--- src/rtl/bwu_pkg.sv ---
package bwu_pkg;

  typedef enum logic [2:0] {
    UR_FIRST = 3'd0,
    UR_LAST  = 3'd1,
    UR_OPSEL = 3'd2,
    UR_CMASK = 3'd3,
    UR_CAPCL = 3'd4,
    UR_CAPAD = 3'd5,
    UR_INFO  = 3'd6,
    UR_ACK   = 3'd7
  } unit_reg_e;

  typedef enum logic [1:0] {
    GR_MASK  = 2'd0,
    GR_MSTAT = 2'd1,
    GR_GACK  = 2'd2,
    GR_PRIO  = 2'd3
  } glob_reg_e;

  localparam int INFO_OP_BIT   = 0;
  localparam int INFO_CID_LSB  = 8;
  localparam int INFO_SIZE_LSB = 16;
  localparam int PRIO_VLD_BIT  = 8;

endpackage

--- src/rtl/bwu_match.sv ---
module bwu_match #(
  parameter int ADDR_W      = 32,
  parameter int NUM_CLIENTS = 16,
  localparam int CID_W      = $clog2(NUM_CLIENTS)
) (
  input  logic                   obs_valid,
  input  logic [ADDR_W-1:0]      obs_addr,
  input  logic [CID_W-1:0]       obs_client,
  input  logic                   obs_write,
  input  logic [ADDR_W-1:0]      first_addr,
  input  logic [ADDR_W-1:0]      last_addr,
  input  logic [1:0]             opsel,
  input  logic [NUM_CLIENTS-1:0] cmask,
  output logic                   hit
);

  logic in_window;
  logic op_ok;
  logic client_ok;

  always_comb begin
    in_window = (obs_addr >= first_addr) && (obs_addr <= last_addr);
    op_ok     = obs_write ? opsel[1] : opsel[0];
    client_ok = cmask[obs_client];
    hit       = obs_valid && in_window && op_ok && client_ok;
  end

endmodule

--- src/rtl/bwu_unit.sv ---
module bwu_unit
  import bwu_pkg::*;
#(
  parameter int ADDR_W      = 32,
  parameter int DATA_W      = 32,
  parameter int NUM_CLIENTS = 16,
  parameter int SIZE_W      = 4,
  localparam int CID_W      = $clog2(NUM_CLIENTS)
) (
  input  logic                   clk,
  input  logic                   rst,
  input  logic                   obs_valid,
  input  logic [ADDR_W-1:0]      obs_addr,
  input  logic [CID_W-1:0]       obs_client,
  input  logic                   obs_write,
  input  logic [SIZE_W-1:0]      obs_size,
  input  logic                   sel_we,
  input  logic [2:0]             sel_off,
  input  logic [DATA_W-1:0]      wdata,
  input  logic                   gack,
  output logic [ADDR_W-1:0]      first_q,
  output logic [ADDR_W-1:0]      last_q,
  output logic [1:0]             opsel_q,
  output logic [NUM_CLIENTS-1:0] cmask_q,
  output logic [NUM_CLIENTS-1:0] cap_clients_q,
  output logic [ADDR_W-1:0]      cap_addr_q,
  output logic                   cap_write_q,
  output logic [CID_W-1:0]       cap_client_q,
  output logic [SIZE_W-1:0]      cap_size_q,
  output logic                   frozen_q,
  output logic                   pend_q,
  output logic                   hit_o,
  output logic                   ack_o
);

  logic                   hit;
  logic                   ack;
  logic [NUM_CLIENTS-1:0] client_bit;

  bwu_match #(
    .ADDR_W      (ADDR_W),
    .NUM_CLIENTS (NUM_CLIENTS)
  ) u_match (
    .obs_valid  (obs_valid),
    .obs_addr   (obs_addr),
    .obs_client (obs_client),
    .obs_write  (obs_write),
    .first_addr (first_q),
    .last_addr  (last_q),
    .opsel      (opsel_q),
    .cmask      (cmask_q),
    .hit        (hit)
  );

  always_comb begin
    ack        = sel_we && (unit_reg_e'(sel_off) == UR_ACK);
    client_bit = {{(NUM_CLIENTS-1){1'b0}}, 1'b1} << obs_client;
    hit_o      = hit;
    ack_o      = ack;
  end

  // configuration registers
  always_ff @(posedge clk) begin
    if (rst) begin
      first_q <= '0;
      last_q  <= '0;
      opsel_q <= '0;
      cmask_q <= '0;
    end else if (sel_we) begin
      case (unit_reg_e'(sel_off))
        UR_FIRST: first_q <= wdata[ADDR_W-1:0];
        UR_LAST:  last_q  <= wdata[ADDR_W-1:0];
        UR_OPSEL: opsel_q <= wdata[1:0];
        UR_CMASK: cmask_q <= wdata[NUM_CLIENTS-1:0];
        default:  ;
      endcase
    end
  end

  // capture: a hit that meets an idle or just-acknowledged unit is stored
  always_ff @(posedge clk) begin
    if (rst) begin
      frozen_q      <= 1'b0;
      cap_clients_q <= '0;
      cap_addr_q    <= '0;
      cap_write_q   <= 1'b0;
      cap_client_q  <= '0;
      cap_size_q    <= '0;
    end else if (hit && (!frozen_q || ack)) begin
      frozen_q      <= 1'b1;
      cap_clients_q <= client_bit;
      cap_addr_q    <= obs_addr;
      cap_write_q   <= obs_write;
      cap_client_q  <= obs_client;
      cap_size_q    <= obs_size;
    end else if (ack) begin
      frozen_q      <= 1'b0;
      cap_clients_q <= '0;
      cap_addr_q    <= '0;
      cap_write_q   <= 1'b0;
      cap_client_q  <= '0;
      cap_size_q    <= '0;
    end else if (hit) begin
      cap_clients_q <= cap_clients_q | client_bit;
    end
  end

  // pending interrupt bit: set wins over the global acknowledge
  always_ff @(posedge clk) begin
    if (rst) begin
      pend_q <= 1'b0;
    end else if (hit) begin
      pend_q <= 1'b1;
    end else if (gack) begin
      pend_q <= 1'b0;
    end
  end

endmodule

--- src/rtl/bwu_prio.sv ---
module bwu_prio #(
  parameter int N  = 4,
  localparam int IW = (N > 1) ? $clog2(N) : 1
) (
  input  logic [N-1:0]  req,
  output logic          valid,
  output logic [IW-1:0] idx
);

  always_comb begin
    valid = |req;
    idx   = '0;
    for (int i = N - 1; i >= 0; i--) begin
      if (req[i]) idx = IW'(i);
    end
  end

endmodule

--- src/rtl/bus_watch_unit.sv ---
module bus_watch_unit
  import bwu_pkg::*;
#(
  parameter int NUM_WP      = 4,
  parameter int ADDR_W      = 32,
  parameter int DATA_W      = 32,
  parameter int NUM_CLIENTS = 16,
  parameter int SIZE_W      = 4,
  localparam int CID_W      = $clog2(NUM_CLIENTS),
  localparam int UIW        = (NUM_WP > 1) ? $clog2(NUM_WP) : 1,
  localparam int REG_AW     = UIW + 4
) (
  input  logic              clk,
  input  logic              rst,
  input  logic              obs_valid,
  input  logic [ADDR_W-1:0] obs_addr,
  input  logic [CID_W-1:0]  obs_client,
  input  logic              obs_write,
  input  logic [SIZE_W-1:0] obs_size,
  input  logic              reg_we,
  input  logic              reg_re,
  input  logic [REG_AW-1:0] reg_addr,
  input  logic [DATA_W-1:0] reg_wdata,
  output logic [DATA_W-1:0] reg_rdata,
  output logic              irq
);

  logic            glob_sel;
  logic [UIW-1:0]  unit_idx;
  logic [2:0]      unit_off;
  logic [1:0]      glob_off;

  logic [NUM_WP-1:0][ADDR_W-1:0]      first_v;
  logic [NUM_WP-1:0][ADDR_W-1:0]      last_v;
  logic [NUM_WP-1:0][1:0]             opsel_v;
  logic [NUM_WP-1:0][NUM_CLIENTS-1:0] cmask_v;
  logic [NUM_WP-1:0][NUM_CLIENTS-1:0] capcl_v;
  logic [NUM_WP-1:0][ADDR_W-1:0]      cap_addr_v;
  logic [NUM_WP-1:0]                  capwr_v;
  logic [NUM_WP-1:0][CID_W-1:0]       capcid_v;
  logic [NUM_WP-1:0][SIZE_W-1:0]      capsz_v;
  logic [NUM_WP-1:0]                  frozen_v;
  logic [NUM_WP-1:0]                  pend_v;
  logic [NUM_WP-1:0]                  hit_v;
  logic [NUM_WP-1:0]                  ack_v;
  logic [NUM_WP-1:0]                  mask_q;
  logic [NUM_WP-1:0]                  masked_v;
  logic                               prio_valid;
  logic [UIW-1:0]                     prio_idx;
  logic                               gack_we;
  logic [DATA_W-1:0]                  rd_mux;
  logic [DATA_W-1:0]                  info_w;

  always_comb begin
    glob_sel = reg_addr[REG_AW-1];
    unit_idx = reg_addr[3 +: UIW];
    unit_off = reg_addr[2:0];
    glob_off = reg_addr[1:0];
    gack_we  = reg_we && glob_sel && (glob_reg_e'(glob_off) == GR_GACK);
  end

  for (genvar u = 0; u < NUM_WP; u++) begin : g_unit
    logic sel_we_u;
    assign sel_we_u = reg_we && !glob_sel && (unit_idx == UIW'(u));

    bwu_unit #(
      .ADDR_W      (ADDR_W),
      .DATA_W      (DATA_W),
      .NUM_CLIENTS (NUM_CLIENTS),
      .SIZE_W      (SIZE_W)
    ) u_unit (
      .clk           (clk),
      .rst           (rst),
      .obs_valid     (obs_valid),
      .obs_addr      (obs_addr),
      .obs_client    (obs_client),
      .obs_write     (obs_write),
      .obs_size      (obs_size),
      .sel_we        (sel_we_u),
      .sel_off       (unit_off),
      .wdata         (reg_wdata),
      .gack          (gack_we && reg_wdata[u]),
      .first_q       (first_v[u]),
      .last_q        (last_v[u]),
      .opsel_q       (opsel_v[u]),
      .cmask_q       (cmask_v[u]),
      .cap_clients_q (capcl_v[u]),
      .cap_addr_q    (cap_addr_v[u]),
      .cap_write_q   (capwr_v[u]),
      .cap_client_q  (capcid_v[u]),
      .cap_size_q    (capsz_v[u]),
      .frozen_q      (frozen_v[u]),
      .pend_q        (pend_v[u]),
      .hit_o         (hit_v[u]),
      .ack_o         (ack_v[u])
    );
  end

  assign masked_v = pend_v & mask_q;

  bwu_prio #(.N(NUM_WP)) u_prio (
    .req   (masked_v),
    .valid (prio_valid),
    .idx   (prio_idx)
  );

  always_ff @(posedge clk) begin
    if (rst) begin
      mask_q <= '0;
    end else if (reg_we && glob_sel && (glob_reg_e'(glob_off) == GR_MASK)) begin
      mask_q <= reg_wdata[NUM_WP-1:0];
    end
  end

  always_ff @(posedge clk) begin
    if (rst) irq <= 1'b0;
    else     irq <= |masked_v;
  end

  always_comb begin
    info_w                              = '0;
    info_w[INFO_OP_BIT]                 = capwr_v[unit_idx];
    info_w[INFO_CID_LSB +: CID_W]       = capcid_v[unit_idx];
    info_w[INFO_SIZE_LSB +: SIZE_W]     = capsz_v[unit_idx];
    info_w[DATA_W-1]                    = frozen_v[unit_idx];
    rd_mux = '0;
    if (glob_sel) begin
      case (glob_reg_e'(glob_off))
        GR_MASK:  rd_mux = DATA_W'(mask_q);
        GR_MSTAT: rd_mux = DATA_W'(masked_v);
        GR_PRIO: begin
          rd_mux               = DATA_W'(prio_idx);
          rd_mux[PRIO_VLD_BIT] = prio_valid;
        end
        default:  rd_mux = '0;
      endcase
    end else begin
      case (unit_reg_e'(unit_off))
        UR_FIRST: rd_mux = DATA_W'(first_v[unit_idx]);
        UR_LAST:  rd_mux = DATA_W'(last_v[unit_idx]);
        UR_OPSEL: rd_mux = DATA_W'(opsel_v[unit_idx]);
        UR_CMASK: rd_mux = DATA_W'(cmask_v[unit_idx]);
        UR_CAPCL: rd_mux = DATA_W'(capcl_v[unit_idx]);
        UR_CAPAD: rd_mux = DATA_W'(cap_addr_v[unit_idx]);
        UR_INFO:  rd_mux = info_w;
        default:  rd_mux = '0;
      endcase
    end
  end

  always_ff @(posedge clk) begin
    if (rst)         reg_rdata <= '0;
    else if (reg_re) reg_rdata <= rd_mux;
  end

endmodule

--- config.mk ---
export PLATFORM = sky130hd
export DESIGN_NAME = bus_watch_unit
export DESIGN_NICKNAME = d
export VERILOG_FILES = /design/src/rtl/bwu_pkg.sv /design/src/rtl/bwu_match.sv /design/src/rtl/bwu_unit.sv /design/src/rtl/bwu_prio.sv /design/src/rtl/bus_watch_unit.sv
export SDC_FILE = /design/constraint.sdc
export NUM_CORES = 2
export LEC_CHECK = 0
export ABC_CLOCK_PERIOD_IN_PS = 6400
export BUFFER_PORTS_ARGS = -buffer_cell sky130_fd_sc_hd__buf_2
export CORE_MARGIN = 2
export CORE_UTILIZATION = 55
export CTS_CLUSTER_SIZE = 12
export DETAILED_ROUTE_END_ITERATION = 12
export PLACE_DENSITY = 0.79
export SYNTH_ARGS = -nofsm -noshare
export SYNTH_HDL_FRONTEND = slang
export SYNTH_HIERARCHICAL = 1
export SYNTH_SLANG_ARGS = --single-unit
--- constraint.sdc ---
create_clock -name clk -period 6.4 [get_ports clk]
set_clock_uncertainty 0.05 [all_clocks]
set_input_delay 0.96 -clock clk [delete_from_list [all_inputs] [get_ports clk]]
set_output_delay 0.96 -clock clk [all_outputs]
set_load 0.05 [all_outputs]
Word level (Yosys, flattened, before mapping)
Cells that the tools add are included.
{"block": "totals", "ramBits": 0, "elab_cells": 244, "rom_bits": 0, "regBits": 601, "mem_count": 0, "latchBits": 0}
{"block": "op_classes", "reduce_logical": 77, "mul": 0, "n_bitwise": 5, "eq_ne": 13, "shift": 1, "div_mod_pow": 0, "muxes": 91, "order_cmp": 10, "addsub": 0}
{"cell": "two-way mux 32 bit", "count": 12}
{"cell": "two-way mux 16 bit", "count": 14}
{"cell": "one-hot mux 32 bit (7 select lines)", "count": 1}
{"cell": "binary-select mux 32 bit (select 2 bit)", "count": 3}
{"cell": "greater-or-equal comparator 32 bit", "count": 4}
{"cell": "<= comparator 32 bit", "count": 4}
{"cell": "binary-select mux 16 bit (select 2 bit)", "count": 2}
{"cell": "OR 16 bit", "count": 4}
{"cell": "two-way mux 4 bit", "count": 14}
{"cell": "logical AND 1 bit", "count": 36}
{"cell": "AND reduction 2 bit", "count": 16}
{"cell": "two-way mux 1 bit", "count": 30}
{"cell": "one-hot mux 9 bit (3 select lines)", "count": 1}
{"cell": "binary-select mux 1 bit (select 4 bit)", "count": 4}
{"cell": "binary-select mux 4 bit (select 2 bit)", "count": 2}
{"cell": "nonzero test 2 bit", "count": 8}
{"cell": "left shift 1 x 4 -> 16 bit (first input constant)", "count": 1}
{"cell": "== test 3 bit (second input constant)", "count": 4}
{"cell": "nonzero test 3 bit", "count": 4}
{"cell": "two-way mux 2 bit", "count": 5}
{"cell": "== test 2 bit (second input constant)", "count": 4}
{"cell": "== test 3 x 2 -> 1 bit (second input constant)", "count": 2}
{"cell": "zero test 1 bit", "count": 5}
{"cell": "less-than comparator 4 x 5 -> 1 bit (second input constant)", "count": 1}
{"cell": "10 further kinds", "count": 16}

Longest topological paths before layout
{"block": "logic_depth", "depth_word": 8, "mapped_depth": 14, "ltp_nobuf": 11}

Cells and area by module
Netlist, hierarchy kept.
{"mod": "bwu_unit", "cells_per_inst": 618, "seq_area_each_um2": 2822.7, "area_each_um2": 5551.6, "n_inst": 4}
{"mod": "bus_watch_unit", "cells_per_inst": 543, "seq_area_each_um2": 740.7, "area_each_um2": 5883.1, "n_inst": 1}
{"mod": "bwu_match (g_unit[0].u_unit.u_match ...)", "cells_per_inst": 248, "seq_area_each_um2": 0.0, "area_each_um2": 1826.8, "n_inst": 3}
{"mod": "bwu_match (g_unit[3].u_unit.u_match)", "cells_per_inst": 247, "seq_area_each_um2": 0.0, "area_each_um2": 1791.7, "n_inst": 1}
{"mod": "bwu_prio", "cells_per_inst": 7, "seq_area_each_um2": 0.0, "area_each_um2": 35.0, "n_inst": 1}

Worst setup path before layout
No wires, ideal clock.
{"block": "synth_path", "path_type": "input-to-reg", "from": "in obs_addr[29]", "to": "reg g_unit[3].u_unit.cap_addr_q[11]", "arrival_time_ns": 3.384, "cell_stages": 12, "setup_time_ns": 0.143, "path_buffers": 3, "setup_slack_ns": 2.823, "cell_sequence": "ha_1 nand4_1 nor4_1 nand3_1 a311o_1 a311oi_2 buf_2 inv_1 o21ai_1 buf_2 buf_2 o32ai_2"}
{"block": "synth_between", "elab_chain_cells": 7, "word_cells_on_any_way": 9}
{"element": "start: declaration", "line": "bus_watch_unit.sv:16", "source": "input logic [ADDR_W-1:0] obs_addr,"}
{"element": "greater-or-equal comparator 32 bit or <= comparator 32 bit (tied branches)", "line": "bwu_match.sv:22", "source": "in_window = (obs_addr >= first_addr) && (obs_addr <= last_addr);"}
{"element": "logical AND 1 bit *", "line": "bwu_match.sv:22"}
{"element": "logical AND 1 bit * (3 in a row)", "line": "bwu_match.sv:25", "source": "hit = obs_valid && in_window && op_ok && client_ok;"}
{"element": "net hit_v[3]", "line": "bus_watch_unit.sv:44", "source": "logic [NUM_WP-1:0] hit_v;"}
{"element": "logical AND 1 bit *", "line": "bwu_unit.sv:89", "source": "end else if (hit && (!frozen_q || ack)) begin"}
{"element": "two-way mux 32 bit or nonzero test 2 bit (tied branches)"}
{"element": "end signal: assignment", "line": "bwu_unit.sv:92", "source": "cap_addr_q <= obs_addr;"}
{"element": "end: declaration", "line": "bwu_unit.sv:26", "source": "output logic [ADDR_W-1:0] cap_addr_q,"}
Mark *: on every way through the listed nets, which the timed path passes. The rest lies on a longest branch.
A chain may end at the register's enable or synchronous reset.

Final worst setup path
{"block": "layout_path", "from": "in obs_client[2]", "to": "reg g_unit[1].u_unit.cap_addr_q[21]"}
{"block": "layout_between", "elab_chain_cells": 5, "word_cells_on_any_way": 6}
{"element": "start: declaration", "line": "bus_watch_unit.sv:17", "source": "input logic [CID_W-1:0] obs_client,"}
{"element": "binary-select mux 1 bit (select 4 bit) *", "line": "bwu_match.sv:24", "source": "client_ok = cmask[obs_client];"}
{"element": "two-way mux 1 bit (implied by the code) *", "line": "bwu_match.sv:24"}
{"element": "logical AND 1 bit *", "line": "bwu_match.sv:25"}
{"element": "net hit_v[1]", "line": "bus_watch_unit.sv:44"}
{"element": "logical AND 1 bit *", "line": "bwu_unit.sv:89"}
{"element": "two-way mux 32 bit or nonzero test 2 bit (tied branches)"}
{"element": "end signal: assignment", "line": "bwu_unit.sv:92"}
{"element": "end: declaration", "line": "bwu_unit.sv:26"}
Mark *: on every way through the listed nets, which the timed path passes. The rest lies on a longest branch. The select of a mux whose other input is x is not followed.

==> flow_summary.json <==
{
  "yosysWarnings": 6,
  "power.density_mw_per_mm2": 217,
  "swShare_pct": 25.3,
  "ir_worst_vdd_v": 0.000212,
  "wl_per_cell_microns": 24.9,
  "viasPerCell": 6.53,
  "portBuffers": 116,
  "rsz0062_at_grt": "no",
  "hp-start": "g_unit[1].u_unit/last_q[16]",
  "min_path_cells": 2,
  "die_area_sq_mm": 0.0664,
  "combPwrFrac_pct": 9.1,
  "pre_cts_ws_ns": 1.23,
  "path_clk_slew_ns": 0.06,
  "dieWidth_microns": 258,
  "intPower_mw": 6.20,
  "cts_buffers": 67,
  "ios": 117,
  "p_seq_share_pct": 45.3,
  "hold_class": "reg2reg",
  "switchingPower_mw": 2.10,
  "cts_sinks": 601,
  "final-hold-violation-count": 0,
  "critPathCaptureType": "register",
  "tightestPinTransition_ns": 1.23,
  "total_power_mw": 8.30,
  "vias": 31700,
  "min_period_ns": 4.68,
  "firstDrtPassIters": 8,
  "routed_wl_mm": 121,
  "clk-insertion-delay-late_ns": 0.62,
  "setup_viol": 0,
  "pwr-share-clk_pct": 45.5,
  "holdWs_ns": 0.417,
  "synthCells": 4009,
  "placed_area_sq_mm": 0.0362,
  "globalRouteTotalUtil_pct": 35.4,
  "dp_hpwl_mm": 81.2,
  "fp.dieH_microns": 258,
  "rr_startpoint": "g_unit[0].u_unit/first_q[31]",
  "syn_to_final_growth_pct": 8.28,
  "h-tree-depth": 3,
  "fin_nets": 4304,
  "grt.overflow.total": 0,
  "cpMaxStageDelayCell": "buf_4",
  "syn_nets": 4349,
  "initial_core_util_pct": 55.9,
  "root_buffer": "clkbuf_16",
  "leakagePower_nw": 13.0,
  "required_ns": 6.79,
  "arrival_ns": 5.07,
  "cpMostUsedCell": "buf_4",
  "gp_congestion": 0.984,
  "met2_usage_pct": 53.6,
  "drc": 0,
  "r2r_slack_ns": 2.01,
  "fin_setup_tns_ns": 0,
  "final_max_slew_viol_count": 0,
  "gr-usage-met1_pct": 47.4,
  "first_global_vias": 30300,
  "grt-busiest-layer": "met2",
  "grt_max_degree": 247,
  "fp.coreArea_sq_mm": 0.0633,
  "cts_buffer_depth": 3,
  "maxSlewHeadroom_pct": 17.7,
  "ant_nets": 0,
  "r2r_cells": 12,
  "final_layout_size_suffix_gt1_share_pct": 14.6,
  "setup_ws_ns": 1.72,
  "whs_endpoint": "g_unit[1].u_unit/last_q[16]",
  "post_cts_buffers": 0,
  "worstPathCellList": "buf_2 > buf_4 > mux2i_1 > nand2_1 > nand2_1 > o21ai_0 > o311ai_1 > nor3_4 > buf_4 > inv_1 > o21ai_4 > buf_4 > o32ai_2",
  "max_freq_ghz": 0.214,
  "grt.met3_usage_pct": 7.82,
  "synth_area_sq_mm": 0.0354,
  "postCtsHoldBufs": 0,
  "final_area_sq_mm": 0.0383,
  "startpoint_type": "input port",
  "path_max_fanout": 57,
  "outcome": "finished clean",
  "drv_cap": 0,
  "cts_tree": "built",
  "slowest_delay_ns": 0.78,
  "postSynthAreaPerCell_sq_um": 8.83,
  "row_count": 92,
  "period_share_pct": 73.1,
  "antenna_found_initial": 9,
  "grt_pass1_wl_mm": 182,
  "crit_type": "in2reg",
  "worstReg2RegEnd": "g_unit[0].u_unit/cap_addr_q[26]",
  "drtIter0Drc": 4087,
  "cts_resized": 0
}
## sequential cells by signal (all words and copies together), names as in the netlist
register,cells
g_unit.u_unit/cap_client_q,16
g_unit.u_unit/opsel_q,8
g_unit.u_unit/pend_q,4
irq,1
mask_q,4
g_unit.u_unit/cap_clients_q,64
g_unit.u_unit/cmask_q,64
g_unit.u_unit/cap_size_q,16
g_unit.u_unit/frozen_q,4
g_unit.u_unit/cap_write_q,4
g_unit.u_unit/first_q,128
reg_rdata,32
g_unit.u_unit/cap_addr_q,128
g_unit.u_unit/last_q,128
## cell usage in the layout (no fill, tap or decap), drive strengths merged, types with 7 or more instances in the layout
cell	instances
nand2	898
dfxtp	601
a21oi	437
inv	336
ha	256
o32ai	228
nand2b	183
buf	165
mux2i	138
mux4	102
clkbuf	101
o21ai	63
nor2	58
nand3	47
a21o	45
nand4	37
a22oi	33
and2	21
and4	19
nand3b	18
nor2b	17
a32oi	17
a31oi	16
a221oi	14
or3	11
or2	9
o221ai	9
o21a	9
or3b	9
and3	8
o211ai	8
nor4	7
## per-layer routing
layer | vias up | routed length, microns
li1 | 14000 | -
met2 | 1983 | 52200
met3 | 390 | 14500
met1 | 15300 | 47300
met4 | 14 | 6720
met5 | - | 85
## through the flow
stage               instances  util (%)
global placement         4741      57.2
global route             4851      60.5
floorplan                4009         -
CTS                      4851      60.5
finish                   4854      60.5
detailed placement       4741      57.2
## critical path: cells and delay by family
family | cells | cell delay (ns)
buffers and inverters | 5 | 2.45
AOI/OAI and AO/OA | 4 | 1.12
muxes | 1 | 0.12
and+or+nand+nor | 3 | 0.31
## power by group through the flow
stage | registers, mW | logic [mW] | clock network, mW
floorplan | 3.85 | 0.427 | 0
global placement | 3.84 | 0.715 | 0
detailed placement | 3.84 | 0.726 | 0
CTS | 3.76 | 0.729 | 3.80
global route | 3.76 | 0.798 | 3.95
finish | 3.76 | 0.756 | 3.78
## layout make-up
| class | count | area (sq um) |
|---|---|---|
| Antenna cell | 3 | 7.51 |
| Timing Repair Buffer | 166 | 1010 |
| Inverter | 334 | 1250 |
| Clock inverter | 10 | 108 |
| Fill cell | 5321 | 25000 |
| Clock buffer | 100 | 1990 |
| Sequential cell | 601 | 12000 |
| Multi-Input combinational cell | 2794 | 20900 |
| Tap cell | 846 | 1060 |
## worst max path at each step
stage	startpoint	to	slack, ns	cells after the start
2_1_floorplan	obs_addr[29]	g_unit[3].u_unit/cap_addr_q[11]	2.82	12
3_3_place_gp	obs_addr[17]	g_unit[1].u_unit/cap_size_q[3]	1.32	13
3_5_place_dp	obs_client[2]	g_unit[1].u_unit/cap_addr_q[31]	1.23	13
4_1_cts	obs_client[2]	g_unit[1].u_unit/cap_addr_q[2]	1.89	13
5_1_grt	obs_client[2]	g_unit[1].u_unit/cap_addr_q[21]	1.63	13
6_report	obs_client[2]	g_unit[1].u_unit/cap_addr_q[21]	1.72	13
Note: power is estimated with default switching activity, not from simulation.
